`config.mk`:
```
export PLATFORM = sky130hd
export DESIGN_NAME = uart_irq_ctrl
export DESIGN_NICKNAME = d
export VERILOG_FILES = /design/src/rtl/uart_irq_pkg.sv /design/src/rtl/uart_irq_rxact.sv /design/src/rtl/uart_irq_frame.sv /design/src/rtl/uart_irq_txlatch.sv /design/src/rtl/uart_irq_ctrl.sv
export SDC_FILE = /design/constraint.sdc
export NUM_CORES = 1
export LEC_CHECK = 0
export BUFFER_PORTS_ARGS = -buffer_cell sky130_fd_sc_hd__buf_2
export CAP_MARGIN = 5
export CORE_AREA = 8 8 45 47
export CTS_BUF_LIST = sky130_fd_sc_hd__clkbuf_8
export CTS_CLUSTER_DIAMETER = 120
export DETAILED_ROUTE_END_ITERATION = 10
export DIE_AREA = 0 0 53 55
export PLACE_DENSITY = 0.66
export SLEW_MARGIN = 20
export SYNTH_ARGS = -nofsm -noshare
export SYNTH_HDL_FRONTEND = slang
export SYNTH_HIERARCHICAL = 1
export SYNTH_SLANG_ARGS = --single-unit
export TNS_END_PERCENT = 5
```
`constraint.sdc`:
```
create_clock -name clk -period 2 [get_ports clk]
set_input_delay 0.2 -clock clk [delete_from_list [all_inputs] [get_ports clk]]
set_output_delay 0.2 -clock clk [all_outputs]
set_load 0.01 [all_outputs]
```
`src/rtl/uart_irq_pkg.sv`:
```
package uart_irq_pkg;

    localparam int NUM_SRC = 4;

    // Bit order is fixed by the mask port: data is bit 0, shared is bit 3.
    typedef struct packed {
        logic shared;
        logic parity;
        logic tx;
        logic data;
    } irq_vec_t;

    function automatic logic any_pending(irq_vec_t src, irq_vec_t msk);
        return |(src & msk);
    endfunction

endpackage

```
`src/rtl/uart_irq_rxact.sv`:
```
module uart_irq_rxact #(
    parameter int SYNC_STAGES = 2
) (
    input  logic clk,
    input  logic rst,
    input  logic rx_line,
    input  logic shutdown,
    output logic activity
);
    localparam int LAST = SYNC_STAGES - 1;

    logic [SYNC_STAGES-1:0] sync_q;
    logic                   prev_q;
    logic                   act_q;

    for (genvar g = 0; g < SYNC_STAGES; g++) begin : g_sync
        if (g == 0) begin : g_first
            always_ff @(posedge clk) begin
                if (rst) sync_q[g] <= 1'b1;
                else     sync_q[g] <= rx_line;
            end
        end else begin : g_next
            always_ff @(posedge clk) begin
                if (rst) sync_q[g] <= 1'b1;
                else     sync_q[g] <= sync_q[g-1];
            end
        end
    end

    always_ff @(posedge clk) begin
        if (rst) begin
            prev_q <= 1'b1;
            act_q  <= 1'b0;
        end else begin
            prev_q <= sync_q[LAST];
            if (!shutdown)
                act_q <= 1'b0;
            else if (sync_q[LAST] != prev_q)
                act_q <= 1'b1;
        end
    end

    assign activity = act_q;
endmodule

```
`src/rtl/uart_irq_frame.sv`:
```
module uart_irq_frame (
    input  logic clk,
    input  logic rst,
    input  logic shutdown,
    input  logic frame_done,
    input  logic frame_stop_ok,
    output logic frame_err
);
    logic err_q;

    always_ff @(posedge clk) begin
        if (rst)
            err_q <= 1'b0;
        else if (frame_done && !shutdown)
            err_q <= !frame_stop_ok;
    end

    assign frame_err = err_q;
endmodule

```
`src/rtl/uart_irq_txlatch.sv`:
```
module uart_irq_txlatch (
    input  logic clk,
    input  logic rst,
    input  logic tx_empty,
    input  logic mask_tx,
    input  logic read_done,
    output logic tx_src
);
    logic empty_d;
    logic src_q;
    logic empty_edge;

    assign empty_edge = tx_empty && !empty_d;

    always_ff @(posedge clk) begin
        if (rst) begin
            empty_d <= 1'b1;
            src_q   <= 1'b0;
        end else begin
            empty_d <= tx_empty;
            if (empty_edge && mask_tx)
                src_q <= 1'b1;
            else if (read_done)
                src_q <= 1'b0;
        end
    end

    assign tx_src = src_q;
endmodule

```
`src/rtl/uart_irq_ctrl.sv`:
```
module uart_irq_ctrl
    import uart_irq_pkg::*;
#(
    parameter int SYNC_STAGES = 2
) (
    input  logic               clk,
    input  logic               rst,
    input  logic               rx_line,
    input  logic               shutdown,
    input  logic               parity_en,
    input  logic               fifo_not_empty,
    input  logic               fifo_head_parity,
    input  logic               tx_empty,
    input  logic               frame_done,
    input  logic               frame_stop_ok,
    input  logic               read_done,
    input  logic [NUM_SRC-1:0] mask_i,
    output logic               irq_n,
    output logic               st_data,
    output logic               st_tx_ready,
    output logic               st_parity,
    output logic               st_shared
);
    irq_vec_t mask_q;
    irq_vec_t src;
    logic     tx_src;
    logic     rx_act;
    logic     frame_err;

    always_ff @(posedge clk) begin
        if (rst) mask_q <= '0;
        else     mask_q <= irq_vec_t'(mask_i);
    end

    uart_irq_rxact #(.SYNC_STAGES(SYNC_STAGES)) u_rxact (
        .clk      (clk),
        .rst      (rst),
        .rx_line  (rx_line),
        .shutdown (shutdown),
        .activity (rx_act)
    );

    uart_irq_frame u_frame (
        .clk           (clk),
        .rst           (rst),
        .shutdown      (shutdown),
        .frame_done    (frame_done),
        .frame_stop_ok (frame_stop_ok),
        .frame_err     (frame_err)
    );

    uart_irq_txlatch u_tx (
        .clk       (clk),
        .rst       (rst),
        .tx_empty  (tx_empty),
        .mask_tx   (mask_q.tx),
        .read_done (read_done),
        .tx_src    (tx_src)
    );

    always_comb begin
        src.data   = fifo_not_empty;
        src.tx     = tx_src;
        src.parity = parity_en && fifo_head_parity;
        src.shared = shutdown ? rx_act : frame_err;
    end

    assign irq_n       = !any_pending(src, mask_q);
    assign st_data     = src.data;
    assign st_tx_ready = tx_empty;
    assign st_parity   = src.parity;
    assign st_shared   = src.shared;
endmodule

```
Yosys cells after proc, flatten, opt, wreduce, memory -nomap -nowiden
Cells that the tools add are included.

Register bits: 11. Input port bits: 15. Output and inout bits: 5.

Equal/unequal tests: 1. Multiplexer cells: 3. Bitwise gates (word level): 2. Reductions and logical operators: 11.

Operators with widths (number): 4-bit bitwise AND (1); 1-bit logical AND (4); 1-bit zero test (4); 4-bit OR reduction (1); 1-bit two-way mux (3); 2-bit nonzero test (1); 2-bit OR reduction (1); 1-bit != test (1); 1-bit NOT (1).

Depth between registers and ports, before layout
Gate-level depths: netlist of run 1.

Word-level depth: 4. Mapped depth: 2.

Modules after synthesis
Netlist of run 1, hierarchy kept.

By module, submodules not included: uart_irq_ctrl (times used 1, cells each 14, area an instance 165.2 um2, sequential area each 80.1 um2); uart_irq_rxact (times used 1, cells each 10, area an instance 121.4 um2, sequential area each 80.1 um2); uart_irq_txlatch (times used 1, cells each 6, area an instance 65.1 um2, sequential area each 40.0 um2); uart_irq_frame (times used 1, cells each 5, area an instance 51.3 um2, sequential area each 20.0 um2).

Worst setup path before layout of run 1
OpenSTA, ideal clock, no wires.

Path kind: register to output. From: reg u_frame.err_q, in the netlist u_frame/frame_err. To: out irq_n. Arrival time: 0.871 ns. Data required time: 1.800 ns. Setup slack: 0.929 ns. Cell stages (with the launch flop): 3. Buffers on the path: 0. Cells stage by stage: dfxtp_1 mux2_4 a221oi_2.

Longest elaborated chain between the ends: 4.

RTL lines: start, declared (RTL line uart_irq_frame.sv:9) `logic err_q;`; start signal, assigned (RTL line uart_irq_frame.sv:15) `err_q <= !frame_stop_ok;`; 1-bit two-way mux (RTL line uart_irq_ctrl.sv:65) `src.shared = shutdown ? rx_act : frame_err;`; net st_shared (RTL line uart_irq_ctrl.sv:22) `output logic st_shared`; 4-bit bitwise AND (RTL line uart_irq_pkg.sv:14) `return |(src & msk);`; 4-bit OR reduction (RTL line uart_irq_pkg.sv:14); 1-bit zero test (RTL line uart_irq_ctrl.sv:68) `assign irq_n = !any_pending(src, mask_q);`; end, declared (RTL line uart_irq_ctrl.sv:18) `output logic irq_n,`.

The timed path passes the listed nets, and every way through them passes these cells.

Worst setup path after layout of run 1
From: reg u_frame.err_q, in the netlist u_frame/frame_err. To: out irq_n.

Longest elaborated chain between the ends: 4.

RTL lines (RTL line): 1-bit two-way mux (uart_irq_ctrl.sv:65); 4-bit bitwise AND (uart_irq_pkg.sv:14); 4-bit OR reduction (uart_irq_pkg.sv:14); 1-bit zero test (uart_irq_ctrl.sv:68).

Every way passes these cells.

==> results_dict.tcl, run 1 <==
set metrics [dict create \
    ff2ff_path_depth 2 \
    initial_core_util_pct 29.1 \
    row_count 14 \
    h-tree-depth 1 \
    io-pin-count 20 \
    synthAdderAreaFrac_pct 0 \
    dpl-instance-area_um2 503 \
    clock-sinks 11 \
    ir_drop_uv 387 \
    skew_ns 0.000183 \
    final.setup.tns_ns 0 \
    combPwrFrac_pct 9.0 \
    met3_usage_pct 3.74 \
    synthMuxAreaShare_pct 3.73 \
    antenna_found_initial 0 \
    synth_warnings 6 \
    grt_pass1_vias 301 \
    setup.worst_path.start "u_frame/frame_err" \
    grt_pass1_wl_um 1210 \
    fin_cells 72 \
    drv_cap 0 \
    path_clk_slew_ns 0.05 \
    holdBufCountCts 0 \
    grt_overflow 0 \
    areaGrowthSynthToFinish_pct 36.0 \
    dpl.cell_count 68 \
    detail_route.wl_per_cell_um 10.4 \
    drv_slew 0 \
    grt_use_met2_pct 6.84 \
    layout_setup_ws_ns 0.631 \
    power_leakage_nw 0.265 \
    layout-drive-gt1-share_pct 46.4 \
    min_from "rx_line" \
    yosysSeqAreaShare_pct 54.7 \
    power_density_mw_per_mm2 889 \
    p_sw_w 0.0000975 \
    p_seq_share_pct 48.0 \
    synth.cell_area_um2 403 \
    setup_viol 0 \
    cts_tree "yes" \
    clock.fmax_mhz 731 \
    synth_compound_gate_area_share_pct 12.7 \
    holdCritPathClass "input port to register" \
    core_region_area_mm2 0.00138 \
    worst_pin_slew_ns 0.181 \
    postRouteAntennaNets 0 \
    reg2reg_from "u_rxact/sync_q[1]" \
    viasPerCell 4.17 \
    synthCells 35 \
    p_int_w 0.000390 \
    worst_hold_slack_ns 0.143 \
    dp_slack_ns 0.814 \
    track_usage_pct 5.75 \
    drt_iter0_drc 2 \
    yosys.cell_types.count 17 \
    critPathArrivalTime_ns 1.17 \
    status "finished clean" \
    cts_made_buffers 3 \
    clockRootBuffer "clkbuf_8" \
    r2r_slack_ns 1.25 \
    port_buffers 19 \
    gp_congestion 0.750 \
    grt_max_degree 12 \
    use_met1_pct 7.19 \
    critical_path_class "register to output pin" \
    cp-end-kind "output pin" \
    synth_top_area_share_pct 54.7 \
    finalHoldViolCount 0 \
    clk_latency_ns 0.23 \
    postCtsResizedCells 0 \
    synth_fp_nets 50 \
    die_w_um 53 \
    fillers 144 \
    cp_max_fo 2 \
    p_clk_share_pct 42.9 \
    n_antenna_cell 0 \
    hold_depth 2 \
    startpoint_type "register" \
    final.period_utilization_pct 68.4 \
    synth_top_family_by_area "simple AND/OR/NAND/NOR gates" \
    via_count 300 \
    die_area_mm2 0.00292 \
    synth_area_per_cell_um2 11.5 \
    synth_simple_gate_area_share_pct 21.1 \
    required_ns 1.80 \
    die_h_um 55 \
    post-route-drc-count 0 \
    yosys_register_bits 11 \
    hold-path-endpoint "u_rxact/sync_q[0]" \
    postCtsSetupBuffers 0 \
    layout_common_cells "19 x buf_2, 11 x dfxtp_1, 4 x nor2b_1" \
    grt.busiest_layer "met1" \
    ys_top_cells_by_area "dfxtp_1 55%, nor2b_1 6.2%, or2_1 4.7%" \
    yosys.area.top_type "dfxtp_1" \
    final_nets 72 \
    fin_crit_ns 1.37 \
    relSlewSlack_pct 87.9 \
    final_common_cell "buf_2" \
    synth_xor_area_share_pct 2.17 \
    first_pass_iters 2 \
    p_sw_share_pct 20.0 \
    drt-total-wl_um 749 \
    final_cell_area_um2 548 \
    reg2reg_to "u_rxact/activity" \
    cts_buffer_depth 2 \
    rsz0062_at_grt "false" \
]
## sequential cells by signal, summed over array words and instances, names as in the netlist
signal / cells
u_rxact/sync_q: 2
u_tx/empty_d: 1
mask_q: 4
u_frame/frame_err: 1
u_rxact/prev_q: 1
u_tx/tx_src: 1
u_rxact/activity: 1
## worst max-delay path, stage by stage, from the launching register on
cell	delay [ns]
dfxtp_1	0.30
mux2_4	0.27
a221oi_2	0.20
buf_2	0.16
## synth_stat cells
| master | n |
|---|---|
| dfxtp_1 | 11 |
| nor2b_1 | 4 |
| or2_1 | 3 |
| buf_4 | 2 |
| inv_1 | 2 |
| nand2b_1 | 2 |
| a211oi_2 | 1 |
| a21oi_1 | 1 |
| a221oi_2 | 1 |
| a22o_1 | 1 |
| and2_1 | 1 |
| and3b_1 | 1 |
| mux2_4 | 1 |
| nand3b_1 | 1 |
| o211a_1 | 1 |
| or2_2 | 1 |
| xor2_1 | 1 |
## worst max path at each step
| stage | end | slack [ns] | cells after the start |
|---|---|---|---|
| floorplan | irq_n | 0.93 | 2 |
| global placement | irq_n | 0.82 | 4 |
| detailed placement | irq_n | 0.81 | 4 |
| CTS | irq_n | 0.62 | 3 |
| global route | irq_n | 0.58 | 3 |
| finish | irq_n | 0.63 | 3 |
## cell type report
type | count | area, um2 | area share (%)
sequential | 11 | 220 | 40.2
multi-input combinational | 20 | 160 | 29.2
timing repair buffer | 19 | 95.1 | 17.4
clock buffer | 3 | 41.3 | 7.53
tap | 16 | 20.0 | 3.65
inverter | 2 | 7.51 | 1.37
clock inverter | 1 | 3.75 | 0.685
## power by group through the flow
stage	Combinational (W)	Clock [W]	Sequential [W]
global route	0.0000494	0.000233	0.000235
finish	0.0000441	0.000209	0.000234
detailed placement	0.0000449	0	0.000238
floorplan	0.0000239	0	0.000237
global placement	0.0000441	0	0.000238
CTS	0.0000451	0.000217	0.000234
## metrics by stage
stage          total power [W]  utilization, %
2_1_floorplan         0.000261               -
3_3_place_gp          0.000282            36.3
3_5_place_dp          0.000283            36.3
4_1_cts               0.000496            39.6
5_1_grt               0.000517            39.6
6_report              0.000487            39.6
## metal layers
metal / wire length, um / share of wire [%]
met1: 365 / 49
met2: 241 / 32
met3: 142 / 19
met4: 0 / 0
met5: 0 / 0
## cell families after synthesis
group                     Yosys count
and+or+nand+nor                    13
DFF                                11
muxes                               1
xor gates and xnor gates            1
AOI/OAI and AO/OA                   5
buffers and inverters               4
No activity file was read; power rests on OpenSTA's default activity.
==> inputs of run 2 (changes only) <==
--- a/config.mk
+++ b/config.mk
@@ -5,6 +5,7 @@
 export SDC_FILE = /design/constraint.sdc
 export NUM_CORES = 1
 export LEC_CHECK = 0
+export ABC_AREA = 1
 export BUFFER_PORTS_ARGS = -buffer_cell sky130_fd_sc_hd__buf_2
 export CAP_MARGIN = 5
 export CORE_AREA = 8 8 45 47
@@ -12,7 +13,7 @@
 export CTS_CLUSTER_DIAMETER = 120
 export DETAILED_ROUTE_END_ITERATION = 10
 export DIE_AREA = 0 0 53 55
-export PLACE_DENSITY = 0.66
+export PLACE_DENSITY = 0.69
 export SLEW_MARGIN = 20
 export SYNTH_ARGS = -nofsm -noshare
 export SYNTH_HDL_FRONTEND = slang
==> constraint.sdc (replaced) <==
create_clock -name clk -period 1.4 [get_ports clk]
set_input_delay 0.14 -clock clk [delete_from_list [all_inputs] [get_ports clk]]
set_output_delay 0.14 -clock clk [all_outputs]
set_load 0.01 [all_outputs]
==> run 2 against run 1 <==
Net effect: clock power up 42%; sequential share of layout area down 3.0 points; design area up 8.0%; synthesized cell count up 77%; largest cell class unchanged; wire length up 1.5%; highest routed layer unchanged.
==> results_dict.tcl, run 2 <==
set metrics [dict create \
    synth-edff-count 0 \
    dp.final_hpwl_um 644 \
    track_usage_pct 6.25 \
    fin_cells 99 \
    yosysSeqAreaShare_pct 49.3 \
    holdBufCountCts 0 \
    startpoint_type "register" \
    final.setup.tns_ns 0 \
    drt_iter0_drc 1 \
    required_ns 1.26 \
    synth.cell_area_um2 447 \
    grt_pass1_vias 354 \
    synth_top_area_share_pct 49.3 \
    status "finished clean" \
    skew_ns 0.000812 \
    grt_max_degree 12 \
    h-tree-depth 1 \
    layout_common_cells "20 x inv_1, 19 x buf_2, 11 x nand2_1, 11 x dfxtp_1, 8 x nor2_1" \
    holdCritPathClass "input port to register" \
    hold-path-endpoint "u_rxact/sync_q[0]" \
    postCtsSetupBuffers 0 \
    die_area_mm2 0.00292 \
    postRouteAntennaNets 0 \
    critPathArrivalTime_ns 0.94 \
    power_density_mw_per_mm2 1180 \
    reg2reg_to "u_rxact/activity" \
    clockRootBuffer "clkbuf_8" \
    post-route-drc-count 0 \
    port_buffers 19 \
    final_nets 99 \
    ys_top_cells_by_area "dfxtp_1 49%, inv_1 16%, nand2_1 9.2%" \
    drv_cap 0 \
    die_w_um 53 \
    largest-register "mask_q" \
    synth_warnings 6 \
    cts_buffer_depth 2 \
    clock.fmax_mhz 924 \
    final_cell_area_um2 592 \
    wl_met1_um 312 \
    cts_tree "yes" \
    critical_path_class "register to output pin" \
    finalHoldViolCount 0 \
    core_region_area_mm2 0.00138 \
    drv_slew 0 \
    async_flop_share_pct 0 \
    ff2ff_path_depth 5 \
    synth-main-ff-cell "dfxtp_1" \
    die_h_um 55 \
    synthTopCellsByCount "19 x inv_1, 11 x dfxtp_1, 11 x nand2_1, 8 x nor2_1" \
    gp_congestion 0.665 \
    n_antenna_cell 0 \
    dpl-instance-area_um2 547 \
    dp_slack_ns 0.551 \
    synthCells 62 \
    yosys.area.top_type "dfxtp_1" \
    detail_route.wl_per_cell_um 7.68 \
    met2WireLength_um 314 \
    drt-total-wl_um 760 \
    setup_viol 0 \
    ir_drop_uv 603 \
    hold_depth 2 \
    first_pass_iters 4 \
    cp_max_fo 2 \
    largest_reg_flops 4 \
    path_clk_slew_ns 0.05 \
    yosys_register_bits 11 \
    rsz0062_at_grt "false" \
    areaGrowthSynthToFinish_pct 32.5 \
    yosysMostFrequentCell "inv_1" \
    top_layer "met3" \
    layout-drive-gt1-share_pct 28.9 \
    grt_overflow 0 \
    postCtsResizedCells 0 \
    reg2reg_from "u_rxact/sync_q[1]" \
    dpl.cell_count 95 \
    synth_area_per_cell_um2 7.20 \
    viasPerCell 3.85 \
    initial_core_util_pct 32.3 \
    row_count 14 \
    fillers 161 \
    io-pin-count 20 \
    layout_setup_ws_ns 0.318 \
    cp-end-kind "output pin" \
    yosys.cell_types.count 10 \
    final_common_cell "inv_1" \
    top_regs "mask_q (4), u_rxact/sync_q (2)" \
    grt_pass1_wl_um 1280 \
    met3_length_um 133 \
    worst_hold_slack_ns 0.0871 \
    synth_fp_nets 77 \
    final.period_utilization_pct 77.3 \
    clock-sinks 11 \
    antenna_found_initial 0 \
    clk_latency_ns 0.23 \
    worst_pin_slew_ns 0.174 \
    fin_crit_ns 1.08 \
    power_leakage_nw 0.356 \
    r2r_slack_ns 0.72 \
    relSlewSlack_pct 88.4 \
    min_from "rx_line" \
    cts_made_buffers 3 \
    via_count 381 \
]
## run 2: cell count changes in the layout (fill, tap and decap cells not counted), sizes merged, moves of 2 or more
cell and change:
nor2b -4, nand2b -2, nor2 +8, inv +17
nand3 +5, nand2 +11
## run 2: critical path, cell delays in order, from the launching register on
cell	delay [ns]
dfxtp_1	0.32
inv_1	0.04
nand2_1	0.04
nand2_1	0.06
nor2_1	0.08
nor2_1	0.04
buf_2	0.13
## run 2: logic make-up after synthesis
logic type	synth area share [%]
simple gates	28.3
buf+inv	19.3
flops	49.3
compound gates	3.08
## run 2: layer usage
layer	vias up	track usage, %
met5	-	0
met3	0	4.81
met2	18	8.40
met4	0	5.17
met1	149	6.29
li1	214	-
## run 2: layout make-up
class,count,area [um2],area share [%]
Sequential cell,11,220,37.2
Multi-Input combinational cell,30,140,23.7
Timing Repair Buffer,19,95.1,16.1
Tap cell,16,20.0,3.38
Inverter,19,71.3,12.1
Clock inverter,1,3.75,0.634
Clock buffer,3,41.3,6.98
## run 2: worst max-delay path by stage
stage               cells past startpoint         startpoint  slack (ns)     to
floorplan                               5   u_rxact/activity        0.63  irq_n
global placement                        6   u_rxact/activity        0.56  irq_n
detailed placement                      6  u_frame/frame_err        0.55  irq_n
CTS                                     6  u_frame/frame_err        0.30  irq_n
global route                            6  u_frame/frame_err        0.21  irq_n
finish                                  6  u_frame/frame_err        0.32  irq_n
## run 2: where the power goes
part | switching (W) | internal [W] | leakage (nW)
sequential | 0.00000486 | 0.000329 | 0.0909
combinational | 0.0000352 | 0.0000344 | 0.238
clock | 0.000104 | 0.000191 | 0.0269
## run 2: stage by stage
stage / utilization, % / total power, W
2_1_floorplan: - / 0.000376
3_3_place_gp: 39.5 / 0.000409
3_5_place_dp: 39.5 / 0.000411
4_1_cts: 42.8 / 0.000712
5_1_grt: 42.8 / 0.000747
6_report: 42.8 / 0.000699
==> inputs of run 3 (changes only) <==
==> constraint.sdc (replaced) <==
create_clock -name clk -period 1.1 [get_ports clk]
set_input_delay 0.11 -clock clk [delete_from_list [all_inputs] [get_ports clk]]
set_output_delay 0.11 -clock clk [all_outputs]
set_load 0.01 [all_outputs]
==> run 3 against run 2 <==
Net effect: flip-flop and latch count is the same; design area up 2.5%; first-iteration DRC count unchanged; sequential power is 28% higher; sequential share of layout area decreased by 0.51 points; count of clock-buffer cells in the layout did not move; wire length increased by 4.5%; setup slack worse by 0.29 ns; critical path type unchanged; largest cell class unchanged; largest power group unchanged.
==> results_dict.tcl, run 3 (synthesized netlist as in run 2, its figures left out) <==
set metrics [dict create \
    startpoint_type "register" \
    power_leakage_nw 0.363 \
    h-tree-depth 1 \
    dp.final_hpwl_um 644 \
    grt_overflow 0 \
    hold_depth 2 \
    status "finished clean" \
    die_area_mm2 0.00292 \
    skew_ns 0.000680 \
    cp_max_fo 2 \
    critPathArrivalTime_ns 0.96 \
    final_nets 100 \
    post-route-drc-count 0 \
    required_ns 0.99 \
    dp_slack_ns 0.281 \
    row_count 14 \
    initial_core_util_pct 32.3 \
    cts_made_buffers 3 \
    cts_buffer_depth 2 \
    grt_pass1_vias 354 \
    die_w_um 53 \
    relSlewSlack_pct 88.4 \
    die_h_um 55 \
    setup_viol 0 \
    power_density_mw_per_mm2 1480 \
    fin_crit_ns 1.07 \
    first_pass_iters 4 \
    worst_pin_slew_ns 0.174 \
    largest_reg_flops 4 \
    cp-end-kind "output pin" \
    areaGrowthSynthToFinish_pct 35.9 \
    layout-drive-gt1-share_pct 35.7 \
    final.period_utilization_pct 97.3 \
    critical_path_class "register to output pin" \
    dpl-instance-area_um2 547 \
    grt_max_degree 12 \
    grt_pass1_wl_um 1280 \
    drv_cap 0 \
    postRouteAntennaNets 0 \
    clockRootBuffer "clkbuf_8" \
    core_region_area_mm2 0.00138 \
    final_cell_area_um2 607 \
    finalHoldViolCount 0 \
    track_usage_pct 6.25 \
    clock.fmax_mhz 934 \
    path_clk_slew_ns 0.05 \
    rsz0062_at_grt "true" \
    ff2ff_path_depth 5 \
    holdCritPathClass "input port to register" \
    layout_setup_ws_ns 0.0299 \
    largest-register "mask_q" \
    cts_tree "yes" \
    clk_latency_ns 0.23 \
    n_antenna_cell 0 \
    gp_congestion 0.665 \
    viasPerCell 3.86 \
    drt_iter0_drc 1 \
    ir_drop_uv 719 \
    via_count 386 \
    drt-total-wl_um 794 \
    io-pin-count 20 \
    layout_common_cells "19 x inv_1, 19 x buf_2, 9 x nand2_1, 9 x dfxtp_1, 8 x nor2_1" \
    drv_slew 0 \
    port_buffers 19 \
    detail_route.wl_per_cell_um 7.94 \
    clock-sinks 11 \
    antenna_found_initial 0 \
    top_regs "mask_q (4), u_rxact/sync_q (2)" \
]
run 3: per-layer routing:
metal	vias to the layer above	global-route usage, %	part of all wire, %
li1	216	-	-
met1	152	6.29	40
met2	18	8.40	43
met3	0	4.81	17
met4	0	5.17	0
met5	-	0	0
run 3: what timing repair did:
item	CTS	global route
endpoints found under the setup margin	0	1
hold buffers	0	0
setup buffers	0	1
gates resized for setup	0	5
run 3: path summary, 6_finish.rpt:
path / from / to / slack [ns]
setup reg to reg: u_rxact/activity / u_rxact/activity / 0.37
hold reg to reg: u_rxact/sync_q[0] / u_rxact/sync_q[1] / 0.41
setup / recovery: u_rxact/activity / irq_n / 0.03
hold / removal: rx_line / u_rxact/sync_q[0] / 0.06
run 3: where the power goes:
group	switching, W	internal [W]
Sequential	0.00000674	0.000419
Clock	0.000133	0.000243
Combinational	0.0000470	0.0000463
Total	0.000187	0.000709
run 3: area by class of cell:
class	instances	area, um2
timing repair buffer	20	103
clock buffer	3	41.3
fill	158	777
multi-input combinational	30	145
tap	16	20.0
inverter	19	71.3
sequential	11	223
clock inverter	1	3.75
run 3: metrics by stage:
step | TNS (ns) | power (W) | cells | utilization [%] | hold slack (ns)
5_1_grt | -0.0330 | 0.000957 | 100 | 43.9 | 0.0469
6_report | 0 | 0.000896 | 100 | 43.9 | 0.0571
2_1_floorplan | 0 | 0.000479 | 62 | - | 0.172
4_1_cts | 0 | 0.000906 | 99 | 42.8 | 0.0517
3_5_place_dp | 0 | 0.000523 | 95 | 39.5 | 0.293
3_3_place_gp | 0 | 0.000521 | 95 | 39.5 | 0.290
run 3: critical path, stage by stage (launching register included):
cell	delay [ns]
dfxtp_2	0.32
inv_1	0.03
nand2_1	0.06
nand2_2	0.05
nor2_1	0.09
nor2_1	0.05
buf_2	0.13
